<file path="config.mk">
export PLATFORM = sky130hd
export DESIGN_NAME = ilv_flash_ctl
export DESIGN_NICKNAME = d
export VERILOG_FILES = /design/src/rtl/ilv_flash_pkg.sv /design/src/rtl/ilv_bank.sv /design/src/rtl/ilv_seq_ctl.sv /design/src/rtl/ilv_flash_ctl.sv
export SDC_FILE = /design/constraint.sdc
export NUM_CORES = 1
export LEC_CHECK = 0
export BUFFER_PORTS_ARGS = -buffer_cell sky130_fd_sc_hd__buf_2
export CORE_AREA = 2 2 156 158
export CTS_BUF_LIST = sky130_fd_sc_hd__clkbuf_8
export DETAILED_ROUTE_END_ITERATION = 10
export DIE_AREA = 0 0 158 160
export PLACE_DENSITY = 0.88
export SYNTH_ARGS = -nofsm -noshare
export SYNTH_HDL_FRONTEND = slang
export SYNTH_SLANG_ARGS = --single-unit
</file>
<file path="constraint.sdc">
create_clock -name clk -period 16.1 [get_ports clk]
set_input_delay 0.805 -clock clk [delete_from_list [all_inputs] [get_ports clk]]
set_output_delay 0.805 -clock clk [all_outputs]
set_load 0.1 [all_outputs]
</file>
<file path="src/rtl/ilv_flash_pkg.sv">
package ilv_flash_pkg;

    localparam int unsigned WORD_W = 32;

    typedef enum logic [2:0] {
        ST_IDLE,
        ST_WAIT,
        ST_LAST,
        ST_SPEC,
        ST_HELD,
        ST_BUFHIT
    } ilv_state_e;

    // Content of the behavioural flash: a hash of the word address.
    function automatic logic [WORD_W-1:0] cell_word(input logic [31:0] w);
        return (w * 32'h9E37_79B1) ^ 32'h5A5A_5A5A;
    endfunction

endpackage

</file>
<file path="src/rtl/ilv_bank.sv">
module ilv_bank
    import ilv_flash_pkg::*;
#(
    parameter int unsigned WADDR_W = 14
) (
    input  logic               clk,
    input  logic               rst_n,
    input  logic               start,
    input  logic [WADDR_W-1:0] waddr,
    output logic               done,
    output logic [WORD_W-1:0]  rdata
);

    // phase 1: first half of the access, phase 2: data ready
    logic [1:0]         phase;
    logic [WADDR_W-1:0] held_w;

    always_ff @(posedge clk or negedge rst_n) begin
        if (!rst_n) begin
            phase  <= 2'd0;
            held_w <= '0;
        end else if (start) begin
            phase  <= 2'd1;
            held_w <= waddr;
        end else if (phase == 2'd1) begin
            phase  <= 2'd2;
        end else begin
            phase  <= 2'd0;
        end
    end

    assign done  = (phase == 2'd2);
    assign rdata = cell_word(32'(held_w));

    AST_BANK_NOT_EARLY: assert property (@(posedge clk) disable iff (!rst_n)
        start |=> !done);

    AST_BANK_TWO_CYCLE: assert property (@(posedge clk) disable iff (!rst_n)
        ($past(start) && !start) |=> done);

endmodule

</file>
<file path="src/rtl/ilv_seq_ctl.sv">
module ilv_seq_ctl
    import ilv_flash_pkg::*;
#(
    parameter int unsigned ADDR_W = 16,
    localparam int unsigned WW    = ADDR_W - 2
) (
    input  logic                 clk,
    input  logic                 rst_n,
    input  logic                 req_valid,
    input  logic [ADDR_W-1:0]    req_addr,
    input  logic                 req_seq,
    output logic                 req_ready,
    output logic                 resp_valid,
    output logic [WORD_W-1:0]    resp_data,
    output logic [1:0]           bank_start,
    output logic [1:0][WW-1:0]   bank_waddr,
    input  logic [1:0]           bank_done,
    input  logic [1:0][WORD_W-1:0] bank_rdata
);

    ilv_state_e        st, st_n;
    logic [WW-1:0]     spec_w, spec_n;     // word under speculation
    logic [WORD_W-1:0] pf_data;
    logic              pf_ld;
    logic              rv_n;
    logic [WORD_W-1:0] rd_n;
    logic [WW-1:0]     req_w, step_w;
    logic              spec_live, acc, hit, miss;

    assign req_w     = req_addr[ADDR_W-1:2];
    assign step_w    = spec_w + WW'(1);
    assign req_ready = (st != ST_WAIT);
    assign spec_live = (st == ST_LAST) || (st == ST_SPEC) ||
                       (st == ST_HELD) || (st == ST_BUFHIT);
    assign acc       = req_valid && req_ready;
    assign hit       = acc && req_seq && spec_live && (req_w == spec_w);
    assign miss      = acc && !hit;

    // state register and datapath registers
    always_ff @(posedge clk or negedge rst_n) begin
        if (!rst_n) begin
            st         <= ST_IDLE;
            spec_w     <= '0;
            pf_data    <= '0;
            resp_valid <= 1'b0;
            resp_data  <= '0;
        end else begin
            st         <= st_n;
            spec_w     <= spec_n;
            resp_valid <= rv_n;
            resp_data  <= rd_n;
            if (pf_ld) begin
                pf_data <= bank_rdata[spec_w[0]];
            end
        end
    end

    // next state, bank commands and response selection
    always_comb begin
        st_n       = st;
        spec_n     = spec_w;
        pf_ld      = 1'b0;
        rv_n       = 1'b0;
        rd_n       = resp_data;
        bank_start = '0;
        bank_waddr = '0;

        unique case (st)
            ST_IDLE:   ;
            ST_WAIT: begin
                bank_start[spec_w[0]] = 1'b1;
                bank_waddr[spec_w[0]] = spec_w;
                st_n = ST_LAST;
            end
            ST_LAST: begin
                rv_n = 1'b1;
                rd_n = bank_rdata[!spec_w[0]];
                st_n = ST_SPEC;
            end
            ST_SPEC: begin
                pf_ld = 1'b1;
                st_n  = ST_HELD;
            end
            ST_HELD:   ;
            ST_BUFHIT: begin
                rv_n = 1'b1;
                rd_n = pf_data;
                st_n = ST_SPEC;
            end
            default: st_n = ST_IDLE;
        endcase

        if (hit) begin
            bank_start[step_w[0]] = 1'b1;
            bank_waddr[step_w[0]] = step_w;
            spec_n = step_w;
            st_n   = (st == ST_LAST || st == ST_BUFHIT) ? ST_LAST : ST_BUFHIT;
        end else if (miss) begin
            bank_start[req_w[0]] = 1'b1;
            bank_waddr[req_w[0]] = req_w;
            spec_n = req_w + WW'(1);
            st_n   = ST_WAIT;
        end
    end

    AST_ADDR_ALIGNED: assert property (@(posedge clk) disable iff (!rst_n)
        req_valid |-> (req_addr[1:0] == 2'b00));

    AST_READY_BUBBLE: assert property (@(posedge clk) disable iff (!rst_n)
        miss |=> !req_ready);

    AST_READY_RETURNS: assert property (@(posedge clk) disable iff (!rst_n)
        !req_ready |=> req_ready);

    AST_MISS_TWO_CYCLE: assert property (@(posedge clk) disable iff (!rst_n)
        miss |-> ##2 !resp_valid ##1 resp_valid);

    AST_HIT_ONE_CYCLE: assert property (@(posedge clk) disable iff (!rst_n)
        hit |-> ##2 resp_valid);

    AST_OWED_WORD_READY: assert property (@(posedge clk) disable iff (!rst_n)
        (st == ST_LAST) |-> bank_done[!spec_w[0]]);

endmodule

</file>
<file path="src/rtl/ilv_flash_ctl.sv">
module ilv_flash_ctl
    import ilv_flash_pkg::*;
#(
    parameter int unsigned ADDR_W = 16
) (
    input  logic              clk,
    input  logic              rst_n,
    input  logic              req_valid,
    input  logic [ADDR_W-1:0] req_addr,
    input  logic              req_seq,
    output logic              req_ready,
    output logic              resp_valid,
    output logic [WORD_W-1:0] resp_data
);

    localparam int unsigned WADDR_W = ADDR_W - 2;
    localparam int unsigned N_BANKS = 2;

    logic [N_BANKS-1:0]              bank_start;
    logic [N_BANKS-1:0][WADDR_W-1:0] bank_waddr;
    logic [N_BANKS-1:0]              bank_done;
    logic [N_BANKS-1:0][WORD_W-1:0]  bank_rdata;

    ilv_seq_ctl #(.ADDR_W(ADDR_W)) u_ctl (
        .clk        (clk),
        .rst_n      (rst_n),
        .req_valid  (req_valid),
        .req_addr   (req_addr),
        .req_seq    (req_seq),
        .req_ready  (req_ready),
        .resp_valid (resp_valid),
        .resp_data  (resp_data),
        .bank_start (bank_start),
        .bank_waddr (bank_waddr),
        .bank_done  (bank_done),
        .bank_rdata (bank_rdata)
    );

    for (genvar b = 0; b < N_BANKS; b++) begin : g_bank
        ilv_bank #(.WADDR_W(WADDR_W)) u_bank (
            .clk   (clk),
            .rst_n (rst_n),
            .start (bank_start[b]),
            .waddr (bank_waddr[b]),
            .done  (bank_done[b]),
            .rdata (bank_rdata[b])
        );
    end

endmodule

</file>
==> results of run 1 <==
==> layout make-up <==
class | instances | area, µm² | share of cell area
Timing Repair Buffer | 59 | 318 | 0.0186
Sequential cell | 109 | 2730 | 0.160
Multi-Input combinational cell | 1245 | 12300 | 0.717
Clock buffer | 9 | 124 | 0.00725
Inverter | 306 | 1150 | 0.0672
Clock inverter | 7 | 103 | 0.00601
Tap cell | 324 | 405 | 0.0237
==> synth_stat cells (30+ instances only) <==
cell	n
dfrtp_1	109
fa_1	232
inv_1	303
ha_1	205
a21oi_1	74
nand2_1	97
a22oi_1	30
nor2_1	106
nand3_1	32
xor2_1	40
xnor2_1	57
o21ai_0	94
clkbuf_1	35
==> logic make-up (layout without fill, tap and decap cells) <==
family | after synthesis | count (layout) | share of synthesized area
adders and majority gates | 437 | 437 | 0.441
muxes | 24 | 24 | 0.0150
buffers and inverters | 359 | 381 | 0.0843
DFF | 109 | 109 | 0.167
and+or+nand+nor | 330 | 330 | 0.0940
xor gates and xnor gates | 97 | 97 | 0.0520
AOI/OAI and AO/OA | 354 | 354 | 0.147
other | 1 | 3 | 0.000229
==> through the flow <==
step,setup WS [ns],area [µm²],utilization
2_1_floorplan,10.59,16400,-
3_3_place_gp,9.97,16900,0.708
3_5_place_dp,9.91,16900,0.708
4_1_cts,9.88,17100,0.717
5_1_grt,9.50,17100,0.717
6_report,9.78,17100,0.717
==> worst max-delay path: stages (launching register included) <==
cell	delay, ns
dfrtp_1	0.58
fa_1	0.59
fa_1	0.52
inv_1	0.08
fa_1	0.48
inv_1	0.06
fa_1	0.54
inv_1	0.06
fa_1	0.41
inv_1	0.11
fa_1	0.42
ha_1	0.38
a21o_1	0.23
or3_1	0.32
a211o_1	0.34
a21boi_2	0.23
o21ai_0	0.13
xnor2_1	0.43
a2bb2oi_1	0.20
o21ai_0	0.11
==> path summary, 6_finish.rpt <==
check,start,endpoint,slack (ns),cells after the start
max,g_bank[1].u_bank.held_w[4]$_DFFE_PN0P_,u_ctl.pf_data[23]$_DFFE_PN0P_,9.78,19
min,rst_n,u_ctl.spec_w[5]$_DFFE_PN0P_,0.34,1
max reg2reg,g_bank[1].u_bank.held_w[4]$_DFFE_PN0P_,u_ctl.pf_data[23]$_DFFE_PN0P_,9.78,19
min reg2reg,u_ctl.pf_data[9]$_DFFE_PN0P_,u_ctl.pf_data[9]$_DFFE_PN0P_,0.50,2
max in group asynchronous,rst_n,u_ctl.pf_data[20]$_DFFE_PN0P_,14.39,2
min in group clk,u_ctl.pf_data[9]$_DFFE_PN0P_,u_ctl.pf_data[9]$_DFFE_PN0P_,0.50,2
==> sequential cells by signal, indices dropped and copies added, names as in the netlist <==
| register | cells |
|---|---|
| u_ctl.pf_data | 32 |
| u_ctl.resp_data | 32 |
| g_bank.u_bank.held_w | 27 |
| u_ctl.spec_w | 14 |
| u_ctl.st | 3 |
| u_ctl.resp_valid | 1 |
==> routing by layer <==
metal  wire (µm)  vias to the layer above
met5           0                        -
li1            -                     5735
met1       16300                     6433
met4        3110                        0
met2       21300                      669
met3        3550                      193
==> summary.txt, run 1 <==
Status
  – Status: finished clean

Detailed routing
  – Post-route ant nets: 0
  – Vias per cell: 6.33
  – Residual DRC: 0
  – DR iter-0 viols: 1465
  – Routed vias: 13000
  – WL final: 44.2 mm
  – First drt pass iteration count: 6
  – Avg WL per Cell: 21.5 µm

Timing
  – Fin crit share: 0.392
  – Hold slack: 0.344 ns
  – Slew Viols, Final: 0
  – RSZ-0062 raised after global routing: no
  – FMAX: 0.158 GHz
  – Relative slew slack: 0.339
  – Clock skew: 0.0252 ns
  – Final hold vios: 0
  – Post-route setup TNS: 0 ns
  – Measured slew at the worst slew-check pin: 0.991 ns
  – Final worst path period need: 6.32 ns
  – Final setup viols: 0

Yosys
  – Fraction of registers with async set/reset: 1.00
  – Yosys Warn Count: 0
  – Flops & latches, synth: 109
  – EDFF count, synth: 0
  – Share of the synthesized area in the top cell type: 0.284
  – Cell Area, Synth: 16300 µm²
  – Post-Syn Instances: 1711
  – Top cells by area, synth: fa_1 (28%), dfrtp_1 (17%), ha_1 (16%)
  – Cell taking the most area after synthesis: fa_1
  – Yosys cell types: 84
  – Post-synthesis sequential area ratio: 0.167
  – Mapped Avg Cell Area: 9.55 µm²
  – Synth Flop Type: dfrtp_1

Clock network
  – Reg clk slew, reported paths: 0.12 ns
  – TritonCTS buffer count: 9
  – CTS tree: yes
  – CTS sink count: 109
  – CTS resizes: 0
  – Root buf cell: clkbuf_8
  – Clock Latency Late Sink: 0.39 ns
  – CTS max path bufs: 2
  – Postcts setup bufs: 0
  – Post-CTS Hold Fix Bufs: 0
  – H-Tree Depth: 3

Finish
  – Synthesis-to-layout area growth: 4.49%
  – Layout Cells excl Fill: 2059
  – Most frequent cells in the layout: inv_1 (303), fa_1 (232), ha_1 (205)
  – Ant. Diodes: 0
  – Nets: 2187
  – Filler cells: 1815
  – Most common cell after layout, fill and taps aside: inv_1
  – Share of layout cells above drive strength 1: 0.0697

Placed design
  – Placed wire-length estimate: 35.8 mm
  – Port bufs: 51
  – Inst Count DP: 2043
  – Placer Congestion: 1.01

Die
  – Ports: 54
  – # rows: 57
  – Die Wd: 158 µm
  – Die area: 25300 µm²
  – Core Footprint: 23800 µm²
  – Starting Density: 0.686
  – Die height: 160 µm

GRT
  – M3 GR Usage: 0.0643
  – Global-route wire length before repair: 70.5 mm
  – Initial antenna violation count: 0
  – Met2 Use GR: 0.589
  – Total global routing overflow: 0
  – Vias in the first global route: 13400
  – GRT met1 Usage: 0.459
  – Maximum number of pins on one net before global-route repair: 78
  – Total GRT Usage: 0.363
  – Gr busiest metal: met2

Setup path
  – Worst Setup Start Kind: register
  – Setup CP Type: register to register
  – Worst Path Max Fanout: 8
  – CP endpoint kind: register
  – Critical path arrival: 6.58 ns
  – Req. time, crit path: 16.36 ns

Job
  – Max_cap viols: 0

Worst hold path
  – Hold/Removal Path Class: input pin to asynchronous set/reset pin
Power of run 1 is left out: the tool's default activity adds up to more than one toggle a clock period on the data nets, which glitch-free logic cannot reach.
==> run 2, diff against run 1 <==
--- a/config.mk
+++ b/config.mk
@@ -5,12 +5,13 @@
 export SDC_FILE = /design/constraint.sdc
 export NUM_CORES = 1
 export LEC_CHECK = 0
+export ABC_AREA = 1
 export BUFFER_PORTS_ARGS = -buffer_cell sky130_fd_sc_hd__buf_2
-export CORE_AREA = 2 2 156 158
+export CORE_AREA = 2 2 179 181
 export CTS_BUF_LIST = sky130_fd_sc_hd__clkbuf_8
 export DETAILED_ROUTE_END_ITERATION = 10
-export DIE_AREA = 0 0 158 160
-export PLACE_DENSITY = 0.88
+export DIE_AREA = 0 0 181 183
+export PLACE_DENSITY = 0.79
 export SYNTH_ARGS = -nofsm -noshare
 export SYNTH_HDL_FRONTEND = slang
 export SYNTH_SLANG_ARGS = --single-unit
==> constraint.sdc (replaced) <==
create_clock -name clk -period 5.3 [get_ports clk]
set_input_delay 0.265 -clock clk [delete_from_list [all_inputs] [get_ports clk]]
set_output_delay 0.265 -clock clk [all_outputs]
set_load 0.1 [all_outputs]
==> run 2 against run 1 <==
Net effect:
- sequential share of layout area down 2.7 points
- critical path type unchanged
- final cell count increased by 44%
- clock skew decreased by 0.0011 ns
- synthesized area rose by 13%
==> summary.txt, run 2 <==
Clock network
  – CTS max path bufs: 2 (unchanged)
  – Reg clk slew, reported paths: 0.14 ns (+0.02 ns)
  – Root buf cell: clkbuf_8
  – TritonCTS buffer count: 9 (unchanged)
  – Clock Latency Late Sink: 0.44 ns (+0.05 ns)
  – CTS tree: yes
  – CTS sink count: 109 (unchanged)
  – H-Tree Depth: 3 (unchanged)

Timing
  – Fin crit share: 0.973 (+0.581)
  – Measured slew at the worst slew-check pin: 1.05 ns (+0.0555 ns)
  – Post-route setup TNS: 0 ns (unchanged)
  – Relative slew slack: 0.298 (-0.0413)
  – Final setup viols: 0 (unchanged)
  – Clock skew: 0.0241 ns (-0.00105 ns)
  – FMAX: 0.194 GHz (+22%)
  – RSZ-0062 raised after global routing: yes
  – Final hold vios: 0 (unchanged)
  – Final worst path period need: 5.16 ns (-1.16 ns)
  – Slew Viols, Final: 0 (unchanged)

Finish
  – Most frequent cells in the layout: nand2_1 (520), inv_1 (476), fa_1 (222)
  – Nets: 3015 (+38%)
  – Most common cell after layout, fill and taps aside: nand2_1
  – Final Instance Area: 20600 µm² (+21%)
  – Registers with the most flip-flops: u_ctl.pf_data: 32 flops, u_ctl.resp_data: 32 flops, g_bank.u_bank.held_w: 27 flops
  – Ant. Diodes: 0 (unchanged)
  – Layout Cells excl Fill: 2965 (+44%)
  – Synthesis-to-layout area growth: 11.8%
  – Share of layout cells above drive strength 1: 0.145 (+0.0754)

Yosys
  – Xor-xnor portion of the synthesized cell area: 0.0171 (-0.0349)
  – Largest family of logic cells by synthesized area: adder cells
  – Post-Syn Instances: 2445 (+43%)
  – Flops & latches, synth: 109 (unchanged)
  – Post-synthesis adder-cell area fraction: 0.391 (-0.0501)
  – Post-synthesis sequential area ratio: 0.148 (-0.0190)
  – Mux contribution to synthesized area: 0 (-0.0150)
  – Fraction of registers with async set/reset: 1.00 (unchanged)
  – Most frequent cell after synthesis: nand2_1
  – Cell taking the most area after synthesis: fa_1
  – Commonest cells post-synth: nand2_1 (541), inv_1 (485), fa_1 (232), nand3_1 (223), ha_1 (205)
  – Yosys Warn Count: 0 (unchanged)
  – Yosys cell types: 46 (-45%)
  – Share of the synthesized area in the top cell type: 0.252 (-0.0323)
  – Synth Flop Type: dfrtp_1
  – Mapped Avg Cell Area: 7.54 µm² (-21%)
  – EDFF count, synth: 0 (unchanged)
  – Simple-gate share of the synthesized area: 0.247 (+0.153)
  – Top cells by area, synth: fa_1 (25%), dfrtp_1 (15%), ha_1 (14%)
  – Synth Area in Compound Gates: 0.0747 (-0.0720)
  – Cell Area, Synth: 18400 µm² (+13%)

Die
  – Ports: 54 (unchanged)
  – Die Wd: 181 µm (+15%)
  – Die area: 33100 µm² (+31%)
  – Core Footprint: 31200 µm² (+31%)
  – Starting Density: 0.591 (-0.0957)
  – # rows: 65 (+14%)
  – Die height: 183 µm (+14%)

Setup path
  – Setup CP Type: register to register
  – Reg-to-reg slack, setup: 0.14 ns (-9.64 ns)
  – Reg2reg end: u_ctl.pf_data[30]$_DFFE_PN0P_
  – R2R Path Start: g_bank[1].u_bank.held_w[9]$_DFFE_PN0P_
  – Worst Path Max Fanout: 5 (-3)
  – Critical path arrival: 5.48 ns (-1.10 ns)
  – R2r worst-path depth: 20 (+1)
  – Worst Setup Start Kind: register
  – Req. time, crit path: 5.62 ns (-10.74 ns)
  – CP endpoint kind: register

Detailed routing
  – DR iter-0 viols: 1642 (+12%)
  – Post-route ant nets: 0 (unchanged)
  – WL final: 56.2 mm (+27%)
  – Avg WL per Cell: 18.9 µm (-12%)
  – First drt pass iteration count: 6 (unchanged)
  – Routed vias: 16800 (+29%)
  – Residual DRC: 0 (unchanged)
  – Vias per cell: 5.65 (-11%)

Worst hold path
  – HP Start: req_valid
  – Hold/Removal Path Class: input pin to register
  – Endpoint, Worst Hold: u_ctl.st[2]$_DFFE_PN0P_
  – Hold Path Depth: 2

GRT
  – Maximum number of pins on one net before global-route repair: 79 (+1.3%)
  – Initial antenna violation count: 0 (unchanged)
  – Total global routing overflow: 0 (unchanged)
  – Vias in the first global route: 17000 (+26%)
  – Total GRT Usage: 0.350 (-0.0137)
  – Global-route wire length before repair: 89.7 mm (+27%)

Placed design
  – Port bufs: 51 (unchanged)
  – Inst Count DP: 2938 (+44%)
  – Placer Congestion: 0.970 (-3.6%)
  – Placed cell area: 19700 µm² (+17%)
  – Placed wire-length estimate: 46.5 mm (+30%)

Job
  – Max_cap viols: 0 (unchanged)

Status
  – Status: finished clean
## run 2: per-layer routing
metal,GRT usage,up-vias,share of wire
met3,0.0459,108,0.063
met4,0.117,0,0.035
met1,0.472,8110,0.43
met5,0,-,0
li1,-,7886,-
met2,0.587,659,0.47
## run 2: stage by stage
step / worst slack [ns] / util / hold slack, ns
after floorplan: 0.282 / - / -0.0306
after global placement: 0.0548 / 0.629 / 0.341
after detailed placement: 0.0219 / 0.629 / 0.343
after CTS: 0.00725 / 0.637 / 0.125
after global routing: -0.0780 / 0.660 / 0.144
final: 0.142 / 0.660 / 0.159
## run 2: logic make-up (layout without fill, tap and decap cells)
family	Yosys count	after routing
simple gates	1045	1045
buf+inv	575	691
fa+ha+maj	437	437
compound gates	242	242
flops	109	109
xor+xnor	36	36
other cells	1	3
## run 2: worst max path at each step
stage                                      endpoint  slack, ns                              startpoint
floorplan           u_ctl.resp_data[31]$_DFFE_PN0N_       0.28  g_bank[1].u_bank.held_w[5]$_DFFE_PN0P_
global placement      u_ctl.pf_data[25]$_DFFE_PN0P_       0.05  g_bank[1].u_bank.held_w[5]$_DFFE_PN0P_
detailed placement    u_ctl.pf_data[30]$_DFFE_PN0P_       0.02  g_bank[1].u_bank.held_w[9]$_DFFE_PN0P_
CTS                 u_ctl.resp_data[25]$_DFFE_PN0N_      0.007  g_bank[1].u_bank.held_w[5]$_DFFE_PN0P_
global route        u_ctl.resp_data[29]$_DFFE_PN0N_      -0.08  g_bank[1].u_bank.held_w[7]$_DFFE_PN0P_
finish                u_ctl.pf_data[30]$_DFFE_PN0P_       0.14  g_bank[1].u_bank.held_w[9]$_DFFE_PN0P_
## run 2: final cells by class
type	instances	area, µm²
fill	2758	10600
clock inverter	7	100
multi-input combinational	1763	14100
timing repair buffer	160	1090
clock buffer	9	124
sequential	109	2740
tap	402	503
inverter	515	1940
## run 2: timing repair
action / 4_1_cts / 5_1_grt
setup buffers: 0 / 10
pin swaps: 0 / 41
hold endpoints to repair: 49 / 0
endpoints found under the setup margin: 1 / 35
hold buffers: 1 / 0
gates resized for setup: 1 / 175
## run 2: worst max-delay path, cell delays in order (launching register included)
cell and delay, ns:
dfrtp_2 0.47, fa_2 0.64, inv_2 0.06, fa_1 0.46
fa_2 0.53, inv_1 0.05, fa_2 0.45, fa_1 0.55
inv_2 0.05, fa_1 0.48, inv_2 0.05, ha_4 0.31
nand2_4 0.08, nor2_4 0.09, nand2_2 0.08, nor3_2 0.10
nand2_1 0.11, nand4_1 0.18, nand3_1 0.09, nand3_1 0.12
nand2_1 0.06
Power of run 2 is left out for the same reason.
